===== config.mk =====
export PLATFORM = sky130hd
export DESIGN_NAME = spi_nss_master
export DESIGN_NICKNAME = d
export VERILOG_FILES = /design/src/rtl/spi_nss_pkg.sv /design/src/rtl/spi_nss_cfg.sv /design/src/rtl/spi_nss_baud.sv /design/src/rtl/spi_nss_engine.sv /design/src/rtl/spi_nss_master.sv
export SDC_FILE = /design/constraint.sdc
export NUM_CORES = 1
export LEC_CHECK = 0
export ABC_AREA = 1
export BUFFER_PORTS_ARGS = -buffer_cell sky130_fd_sc_hd__buf_2
export CELL_PAD_IN_SITES_DETAIL_PLACEMENT = 2
export CELL_PAD_IN_SITES_GLOBAL_PLACEMENT = 2
export CORE_MARGIN = 3
export CORE_UTILIZATION = 38
export DETAILED_ROUTE_END_ITERATION = 7
export PLACE_DENSITY_LB_ADDON = 0.1
export SLEW_MARGIN = 25
export SYNTH_ARGS = -nofsm -noshare
export SYNTH_HDL_FRONTEND = slang
export SYNTH_SLANG_ARGS = --single-unit

===== constraint.sdc =====
create_clock -name clk -period 5.45 [get_ports clk]
set_input_delay 0.2725 -clock clk [delete_from_list [all_inputs] [get_ports clk]]
set_output_delay 0.2725 -clock clk [all_outputs]
set_load 0.02 [all_outputs]

===== src/rtl/spi_nss_pkg.sv =====
package spi_nss_pkg;

    localparam int DATA_W = 16;
    localparam int DSZ_W  = 4;
    localparam int BAUD_W = 3;
    localparam int EDGE_W = $clog2(2 * DATA_W + 1);

    localparam logic [DSZ_W-1:0] DSZ_MIN      = DSZ_W'(3);
    localparam logic [DSZ_W-1:0] DSZ_FALLBACK = DSZ_W'(7);

    typedef struct packed {
        logic             ss_drive;
        logic             gap_pulse;
        logic [DSZ_W-1:0] size_code;
        logic [BAUD_W-1:0] rate;
        logic             late_phase;
        logic             idle_high;
        logic             run;
    } cfg_t;

    localparam int CFG_W = $bits(cfg_t);

    localparam cfg_t CFG_RESET = '{
        ss_drive:   1'b0,
        gap_pulse:  1'b0,
        size_code:  DSZ_FALLBACK,
        rate:       '0,
        late_phase: 1'b0,
        idle_high:  1'b0,
        run:        1'b0
    };

    typedef enum logic [2:0] {
        ST_IDLE,
        ST_SETUP,
        ST_XFER,
        ST_GAP,
        ST_TAIL
    } eng_state_t;

    function automatic logic [DSZ_W-1:0] legal_size(input logic [DSZ_W-1:0] code);
        return (code < DSZ_MIN) ? DSZ_FALLBACK : code;
    endfunction

endpackage


===== src/rtl/spi_nss_cfg.sv =====
module spi_nss_cfg
    import spi_nss_pkg::*;
(
    input  logic             clk,
    input  logic             rst_n,
    input  logic             wr,
    input  logic [CFG_W-1:0] wdata,
    output cfg_t             cfg
);

    cfg_t req;
    assign req = cfg_t'(wdata);

    always_ff @(posedge clk or negedge rst_n) begin
        if (!rst_n) begin
            cfg <= CFG_RESET;
        end else if (wr) begin
            cfg.run        <= req.run;
            cfg.idle_high  <= req.idle_high;
            cfg.late_phase <= req.late_phase;
            cfg.rate       <= req.rate;
            cfg.size_code  <= legal_size(req.size_code);
            cfg.ss_drive   <= req.ss_drive;
            if (!cfg.run) begin
                cfg.gap_pulse <= req.gap_pulse;
            end
        end
    end

endmodule


===== src/rtl/spi_nss_baud.sv =====
module spi_nss_baud #(
    parameter int BAUD_W = 3
) (
    input  logic              clk,
    input  logic              rst_n,
    input  logic              run,
    input  logic [BAUD_W-1:0] rate,
    output logic              tick
);

    localparam int CNT_W = 2 ** BAUD_W;

    logic [CNT_W-1:0] cnt;
    logic [CNT_W-1:0] half_m1;

    assign half_m1 = (CNT_W'(1) << rate) - CNT_W'(1);
    assign tick    = run && (cnt == half_m1);

    always_ff @(posedge clk or negedge rst_n) begin
        if (!rst_n) begin
            cnt <= '0;
        end else if (!run || tick) begin
            cnt <= '0;
        end else begin
            cnt <= cnt + CNT_W'(1);
        end
    end

endmodule


===== src/rtl/spi_nss_engine.sv =====
module spi_nss_engine
    import spi_nss_pkg::*;
#(
    parameter int D_W = DATA_W,
    parameter int S_W = DSZ_W,
    parameter int E_W = EDGE_W
) (
    input  logic           clk,
    input  logic           rst_n,
    input  logic           en,
    input  logic           cpha,
    input  logic           pulse_en,
    input  logic [S_W-1:0] size_code,
    input  logic           tick,
    input  logic [D_W-1:0] tx_data,
    input  logic           tx_valid,
    output logic           tx_ready,
    input  logic           miso,
    output logic           run,
    output logic           sck_ph,
    output logic           mosi,
    output logic           nss_level,
    output logic [D_W-1:0] rx_data,
    output logic           rx_valid
);

    eng_state_t st, st_nx;

    logic [E_W-1:0] ecnt;
    logic [E_W-1:0] e_now;
    logic [E_W-1:0] last_edge;
    logic           gap_second;
    logic [D_W-1:0] tx_sh;
    logic [D_W-1:0] rx_sh;
    logic [D_W-1:0] rx_next;
    logic [D_W-1:0] hold_q;
    logic           hold_full;
    logic [D_W-1:0] mask;
    logic           is_odd;
    logic           is_last;
    logic           is_capture;
    logic           is_launch;
    logic           pulse_act;

    assign e_now      = ecnt + E_W'(1);
    assign last_edge  = (E_W'(size_code) + E_W'(1)) << 1;
    assign is_odd     = e_now[0];
    assign is_last    = (e_now == last_edge);
    assign is_capture = cpha ? !is_odd : is_odd;
    assign is_launch  = !is_last && (cpha ? (is_odd && (e_now != E_W'(1))) : !is_odd);
    assign pulse_act  = pulse_en && !cpha;
    assign rx_next    = {rx_sh[D_W-2:0], miso};

    always_comb begin
        for (int i = 0; i < D_W; i++) begin
            mask[i] = (i <= int'(size_code));
        end
    end

    // next-state decision
    always_comb begin
        st_nx = st;
        unique case (st)
            ST_IDLE:  if (hold_full) st_nx = ST_SETUP;
            ST_SETUP: if (tick) st_nx = ST_XFER;
            ST_XFER: begin
                if (tick && is_last) begin
                    if (!hold_full)     st_nx = ST_TAIL;
                    else if (pulse_act) st_nx = ST_GAP;
                    else                st_nx = ST_XFER;
                end
            end
            ST_GAP:   if (tick && gap_second) st_nx = ST_SETUP;
            ST_TAIL:  if (tick) st_nx = ST_IDLE;
            default:  st_nx = ST_IDLE;
        endcase
        if (!en) st_nx = ST_IDLE;
    end

    // state register
    always_ff @(posedge clk or negedge rst_n) begin
        if (!rst_n) st <= ST_IDLE;
        else        st <= st_nx;
    end

    // datapath registers
    always_ff @(posedge clk or negedge rst_n) begin
        if (!rst_n) begin
            ecnt       <= '0;
            gap_second <= 1'b0;
            tx_sh      <= '0;
            rx_sh      <= '0;
            hold_q     <= '0;
            hold_full  <= 1'b0;
            sck_ph     <= 1'b0;
            rx_data    <= '0;
            rx_valid   <= 1'b0;
        end else begin
            rx_valid <= 1'b0;
            if (!en) begin
                hold_full  <= 1'b0;
                sck_ph     <= 1'b0;
                ecnt       <= '0;
                gap_second <= 1'b0;
            end else begin
                if (tx_valid && tx_ready) begin
                    hold_q    <= tx_data;
                    hold_full <= 1'b1;
                end
                unique case (st)
                    ST_IDLE: begin
                        if (hold_full) begin
                            tx_sh     <= hold_q;
                            hold_full <= 1'b0;
                            ecnt      <= '0;
                            sck_ph    <= 1'b0;
                        end
                    end
                    ST_XFER: begin
                        if (tick) begin
                            sck_ph <= ~sck_ph;
                            ecnt   <= e_now;
                            if (is_capture) rx_sh <= rx_next;
                            if (is_launch)  tx_sh <= tx_sh << 1;
                            if (is_last) begin
                                rx_valid <= 1'b1;
                                rx_data  <= (is_capture ? rx_next : rx_sh) & mask;
                                ecnt     <= '0;
                                if (hold_full) begin
                                    tx_sh     <= hold_q;
                                    hold_full <= 1'b0;
                                end
                            end
                        end
                    end
                    ST_GAP: begin
                        if (tick) gap_second <= !gap_second;
                    end
                    default: ;
                endcase
            end
        end
    end

    // outputs
    always_comb begin
        nss_level = (st == ST_IDLE) || (st == ST_GAP);
        run       = (st != ST_IDLE);
        tx_ready  = en && !hold_full;
        mosi      = tx_sh[size_code];
    end

endmodule


===== src/rtl/spi_nss_master.sv =====
module spi_nss_master
    import spi_nss_pkg::*;
(
    input  logic              clk,
    input  logic              rst_n,
    input  logic              cfg_we,
    input  logic [CFG_W-1:0]  cfg_wdata,
    output logic [CFG_W-1:0]  cfg_rdata,
    input  logic [DATA_W-1:0] tx_data,
    input  logic              tx_valid,
    output logic              tx_ready,
    output logic [DATA_W-1:0] rx_data,
    output logic              rx_valid,
    output logic              sck,
    output logic              mosi,
    input  logic              miso,
    output logic              nss_o,
    output logic              nss_oe
);

    cfg_t cfg;
    logic tick;
    logic run;
    logic sck_ph;
    logic nss_level;

    spi_nss_cfg u_cfg (
        .clk   (clk),
        .rst_n (rst_n),
        .wr    (cfg_we),
        .wdata (cfg_wdata),
        .cfg   (cfg)
    );

    spi_nss_baud #(.BAUD_W(BAUD_W)) u_baud (
        .clk   (clk),
        .rst_n (rst_n),
        .run   (run),
        .rate  (cfg.rate),
        .tick  (tick)
    );

    spi_nss_engine u_eng (
        .clk       (clk),
        .rst_n     (rst_n),
        .en        (cfg.run),
        .cpha      (cfg.late_phase),
        .pulse_en  (cfg.gap_pulse),
        .size_code (cfg.size_code),
        .tick      (tick),
        .tx_data   (tx_data),
        .tx_valid  (tx_valid),
        .tx_ready  (tx_ready),
        .miso      (miso),
        .run       (run),
        .sck_ph    (sck_ph),
        .mosi      (mosi),
        .nss_level (nss_level),
        .rx_data   (rx_data),
        .rx_valid  (rx_valid)
    );

    assign cfg_rdata = cfg;
    assign sck       = cfg.idle_high ^ sck_ph;
    assign nss_o     = nss_level;
    assign nss_oe    = cfg.run && cfg.ss_drive;

endmodule


==> out/qor.yml, run 1 <==
setup_path:
  start_kind: "flip-flop"
  critical_path.endpoint_type: "flip-flop"
  crit_type: "flip-flop to flip-flop"
  cp_data_arrival_time_ns: 3.16
  critPathMaxFanout: 28
  required_ns: 5.68
global_routing:
  grt_pass1_vias: 5419
  grt_use_total_pct: 21.4
  antenna_found_initial: 0
  overflow: 0
  grt_start_max_net_pins: 52
  grt_pass1_wl_microns: 27800
synth:
  synthFlopType: "dfrtp_1"
  synth_top_area_share_pct: 42.4
  yosysSeqAreaShare_pct: 43.8
  synth-async-reset-ratio_pct: 100
  yosysWarningCount: 0
  synthDistinctLibCells: 52
  synth_area_per_cell_sq_um: 8.24
  yosys-top-cells-area: "dfrtp_1, nand2_1, o21ai_0"
  syn_area_sq_um: 5550
  synthCells: 674
  netlist.top_cell.by_area: "dfrtp_1"
  synth_nets: 714
  ys_seq_elements: 97
  synth-edff-count: 0
route:
  drt_wl_total_microns: 16300
  vias_per_cell: 5.30
  drt_iter0_markers: 138
  wl_per_cell_microns: 17.9
  vias: 4837
  antenna_left: 0
  drc: 0
  dr.pass1.iters: 4
timing:
  slew_headroom_pct: 46.1
  rsz0062_at_grt: "false"
  final.min_clock_period_ns: 2.92
  tightestPinTransition_ns: 0.807
  finalCritPeriodShare_pct: 53.7
  clock_skew_ns: 0.00765
  setup_violations: 0
  fmax_ghz: 0.342
  hold_viol: 0
  fin_setup_tns_ns: 0
  slew_violations: 0
clocking:
  cts_num_sinks: 97
  cts_buffers: 9
  clockBufferDepth: 2
  cts_tree: "done"
  htree_levels: 3
  insertion_delay_ns: 0.35
  clockRootBuffer: "clkbuf_16"
  cts_setup_buffers: 0
  path_clk_slew_ns: 0.06
place:
  port_buffers: 66
  place_hpwl_microns: 12200
  gp_congestion: 0.810
  dp.cells: 896
  post_dp_cell_area_sq_um: 5950
finish:
  antennaDiodeCount: 0
  final_area_sq_um: 6240
  fillCellCount: 1613
  area_delta_synth_final_pct: 12.4
  final-instance-count-excl-fill: 913
  final_cell_mix: "nand2_1, dfrtp_1, buf_2"
  final_common_cell: "nand2_1"
  drive_gt1_share_pct: 22.4
  nets: 768
pwr:
  ir_drop_v: 0.000176
  cell_internal_pwr_mw: 1.43
  seqPwrFrac_pct: 41.3
  swShare_pct: 39.7
  p_leak_nw: 2.97
  switching_power_uw: 943
  pwr-share-comb_pct: 32.6
  cellPowerDensity_nw_per_um2: 380
  clockPowerShare_pct: 26.0
hold_path:
  min_path_type: "input pin to flip-flop"
floorplan:
  die_x_microns: 127
  start_util_pct: 39.4
  rows: 43
  die-area_sq_um: 16100
  coreArea_sq_um: 14100
  pin_count: 67
  die_h_microns: 127
run:
  max-cap-violations: 0
status:
  status: "finished clean"
Yosys cell counts (2+ instances only):
library cell	n
nor3_1	5
o21bai_1	7
nor3b_1	2
o21ai_0	53
a21oi_1	41
ha_1	7
a21oi_2	6
nor2_2	2
nand2_1	151
clkbuf_1	6
mux2i_1	3
o211ai_1	2
dfstp_2	3
nand3_2	2
buf_6	5
dfrtp_1	94
nand3_1	49
nand3b_1	5
nor2_1	55
or2_2	9
nor2_8	4
nand2_4	5
buf_4	9
nand3_4	4
inv_2	8
buf_2	6
nand2_2	9
inv_1	64
xor2_1	3
mux2_2	17
o21ai_1	7
nand4_1	8
nor2_4	4
registers in the layout, indices dropped and copies added, names as in the netlist:
name	cells
u_eng.gap_second	1
u_eng.ecnt	6
u_eng.hold_q	16
u_eng.rx_valid	1
u_eng.sck_ph	1
u_eng.st	3
u_eng.tx_sh	16
u_baud.cnt	8
u_eng.rx_sh	16
u_eng.rx_data	16
u_eng.hold_full	1
u_cfg.cfg	12
path summary, 6_finish.rpt:
kind,cells after the start,start,end,slack (ns)
hold / removal,3,cfg_wdata[2],u_cfg.cfg[2],0.13
setup reg to reg,13,u_cfg.cfg[6],u_eng.st[1],2.53
min in group asynchronous,2,rst_n,u_eng.ecnt[2],0.49
setup / recovery,13,u_cfg.cfg[6],u_eng.st[1],2.53
hold reg to reg,2,u_eng.hold_q[13],u_eng.tx_sh[13],0.49
max in group asynchronous,3,rst_n,u_eng.hold_q[10],3.83
layer usage:
layer	global-route usage [%]	part of all wire (%)	vias to the layer above
li1	-	-	2310
met1	27.4	45	2465
met2	38.3	51	49
met3	2.53	2.1	13
met4	5.99	1.1	0
met5	0	0	-
kinds of logic (layout without fill, tap and decap cells):
group                    count (synthesis)  count (layout)  share of synthesized area, %
AO/OA/AOI/OAI                          126             126                          12.8
XOR/XNOR                                 4               4                         0.766
adder cells (fa/ha/maj)                  7               7                          1.58
buffers and inverters                  102             161                          8.54
flip-flops                              97              97                          43.8
multiplexers                            20              20                          3.99
AND/OR/NAND/NOR                        318             318                          28.5
stage by stage:
stage | utilization [%] | total power, mW | setup WS [ns] | hold slack, ns
floorplan | - | 1.53 | 3.22 | -0.0231
global placement | 42.2 | 1.72 | 2.69 | 0.346
finish | 44.3 | 2.37 | 2.53 | 0.134
detailed placement | 42.2 | 1.77 | 2.61 | 0.350
global route | 44.3 | 2.54 | 2.26 | 0.150
CTS | 44.3 | 2.40 | 2.53 | 0.128
cell type report:
type / count / area, sq um / area share [%]
clock inverters: 5 / 38.8 / 0.622
clock buffers: 11 / 243 / 3.89
well taps: 180 / 225 / 3.61
repair buffers: 69 / 358 / 5.73
flip-flops and latches: 97 / 2430 / 39.0
multi-input cells: 475 / 2650 / 42.4
inverters: 76 / 298 / 4.77
worst max-delay path, stage by stage, from the launching register on:
cell and delay [ns]:
dfstp_2 0.82, inv_2 0.19, ha_1 0.34, inv_1 0.07
nand3_1 0.08, nand2_1 0.06, nor2_2 0.10, nand2_2 0.10
nor2_8 0.18, nand2_4 0.25, nand2_1 0.23, nand3b_1 0.20
nand2_1 0.11, o21ai_1 0.07
power groups by stage:
stage                     clock network [mW]  logic, mW  registers [mW]
after floorplan                            0      0.585           0.948
after global placement                     0      0.736           0.982
after detailed placement                   0      0.776           0.993
after CTS                              0.637      0.787           0.981
after global routing                   0.662      0.875            1.00
final                                  0.618      0.774           0.982
timing repair:
item	in CTS	in global routing
endpoints found under the hold margin	46	0
hold buffers	1	0
gates resized for setup	0	0
No activity file was read; power rests on OpenSTA's default activity.
==> run 2, diff against run 1 <==
Settings changed: ABC_AREA 1 to 0.
Clock period 5.45 ns to 2.9 ns, I/O delays scaled along.
==> out/qor.yml, run 2 <==
synth:
  synth_compound_gate_area_share_pct: 13.0
  syn_area_sq_um: 5140
  synthFlopType: "dfrtp_1"
  yosysMostFrequentCell: "dfrtp_1"
  synth_top_family_by_area: "multiplexers"
  synth_nets: 504
  synthAdderAreaFrac_pct: 1.70
  netlist.top_cell.by_area: "dfrtp_1"
  synth-edff-count: 0
  synthTopCellsByCount: "dfrtp_1, mux2_2, nand2_1"
  synth_mux_area_share_pct: 16.7
  ys_seq_elements: 97
  synth_top_area_share_pct: 45.8
  yosysWarningCount: 0
  yosys-top-cells-area: "dfrtp_1, mux2_2, mux2_4"
  synthCells: 464
  synthDistinctLibCells: 64
  synth_area_per_cell_sq_um: 11.1
  yosysSeqAreaShare_pct: 47.3
  synth_xor_xnor_area_share_pct: 4.19
  synth-async-reset-ratio_pct: 100
  synth-simple-area-share_pct: 12.6
timing:
  rsz0062_at_grt: "true"
  final.min_clock_period_ns: 3.18
  finalCritPeriodShare_pct: 110
  finalWorstSetupSlack_ns: -0.284
  slew_headroom_pct: 48.2
  hold_viol: 0
  setup_violations: 58
  hold_ws_ns: 0.0172
  fmax_ghz: 0.314
  clock_skew_ns: 0.0127
  tightestPinTransition_ns: 0.778
  slew_violations: 0
route:
  drt_iter0_markers: 164
  wl_per_cell_microns: 21.7
  drc: 0
  dr.pass1.iters: 4
  drt_wl_total_microns: 15600
  antenna_left: 0
  vias: 4006
  vias_per_cell: 5.56
global_routing:
  grt_pass1_vias: 4422
  grt_start_max_net_pins: 57
  antenna_found_initial: 0
  overflow: 0
  grt_pass1_wl_microns: 24700
  grt_use_total_pct: 21.3
clocking:
  cts_tree: "done"
  insertion_delay_ns: 0.36
  clockRootBuffer: "clkbuf_16"
  clockBufferDepth: 2
  cts_num_sinks: 97
  path_clk_slew_ns: 0.07
  htree_levels: 3
  cts_buffers: 9
setup_path:
  critical_path.endpoint_type: "flip-flop"
  crit_type: "flip-flop to flip-flop"
  required_ns: 3.14
  critPathMaxFanout: 8
  start_kind: "flip-flop"
  cp_data_arrival_time_ns: 3.42
finish:
  antennaDiodeCount: 0
  nets: 584
  final_cell_mix: "dfrtp_1, buf_2, nand2_1"
  final_common_cell: "dfrtp_1"
  final-instance-count-excl-fill: 720
  drive_gt1_share_pct: 40.3
  area_delta_synth_final_pct: 27.0
run:
  max-cap-violations: 0
floorplan:
  die_x_microns: 122
  pin_count: 67
  coreArea_sq_um: 12900
  rows: 41
  die-area_sq_um: 15000
  die_h_microns: 122
  start_util_pct: 39.8
hold_path:
  min_path_type: "input pin to flip-flop"
status:
  status: "complete, but fails checks"
  violations: "setup timing"
place:
  place_hpwl_microns: 10100
  dp.cells: 695
  port_buffers: 66
  post-place-ws_ns: -0.317
  gp_congestion: 0.776
pwr:
  power.total_mw: 3.97
  cellPowerDensity_nw_per_um2: 609
  p_leak_nw: 2.96
  ir_drop_v: 0.000318
[run 2: changes by cell type after synthesis, sizes merged, moves of 15 or more]
cell	delta
a21oi	-32
a22oi	+15
clkbuf	+17
inv	-60
mux2	+39
nand2	-129
nand3	-38
nor2	-39
o21ai	-39
o2bb2ai	+15
[run 2: stage by stage]
step	instance area [sq um]	setup TNS [ns]	util, %
6_report	6530	-11.99	50.5
5_1_grt	6530	-18.92	50.5
4_1_cts	6400	-8.04	49.5
3_5_place_dp	5910	-9.97	45.7
3_3_place_gp	5910	-5.48	45.7
2_1_floorplan	5340	-15.25	-
[run 2: cell type report]
| class | count | area, sq um |
|---|---|---|
| multi-input cells | 319 | 2780 |
| repair buffers | 102 | 732 |
| clock buffers | 9 | 225 |
| clock inverters | 6 | 90.1 |
| inverters | 15 | 56.3 |
| fillers | 1326 | 6400 |
| well taps | 172 | 215 |
| flip-flops and latches | 97 | 2430 |
[run 2: worst paths after layout]
path                              startpoint                 to  slack [ns]  depth (start not counted)
setup / recovery                u_cfg.cfg[4]    u_eng.rx_sh[14]       -0.28                         10
setup reg to reg                u_cfg.cfg[4]    u_eng.rx_sh[14]       -0.28                         10
hold / removal                   tx_data[10]   u_eng.hold_q[10]        0.02                          2
hold reg to reg            u_eng.rx_data[15]  u_eng.rx_data[15]        0.51                          1
max in group asynchronous              rst_n       u_cfg.cfg[6]        1.61                          3
min in group asynchronous              rst_n       u_cfg.cfg[0]        0.41                          2
[run 2: critical path: stages (launching register included)]
cell,delay (ns)
dfrtp_2,0.40
or3_4,0.40
ha_4,0.18
or4bb_1,0.51
and4_4,0.18
nor4_4,0.26
buf_4,0.17
nand2_4,0.05
or3_4,0.46
buf_12,0.17
mux2_4,0.29
[run 2: metal layers]
metal  share of wire [%]  up-vias  routed length, microns  GRT usage, %
met1                  46     2102                    7230          28.7
met3                 1.7       18                     265          2.90
li1                    -     1837                       -             -
met4                 1.4        0                     213          6.02
met2                  51       49                    7910          35.9
met5                   0        -                       0             0
[run 2: kinds of logic (layout without fill, tap and decap cells)]
logic type,count (synthesis),after routing
mux,69,69
xor+xnor,23,23
fa+ha+maj,7,7
compound gates,94,94
buf+inv,48,132
flops,97,97
simple gates,126,126
[run 2: power breakdown]
part | internal [mW] | switching [mW] | total [mW]
clock network | 0.757 | 0.559 | 1.32
registers | 1.55 | 0.209 | 1.76
logic | 0.467 | 0.429 | 0.896
[run 2: repair_timing]
item,in CTS,in global routing
hold buffers,1,0
gates resized for setup,21,14
pin swaps,6,11
gates cloned,2,2
endpoints found under the setup margin,61,67
setup buffers,4,3
hold endpoints to repair,54,0
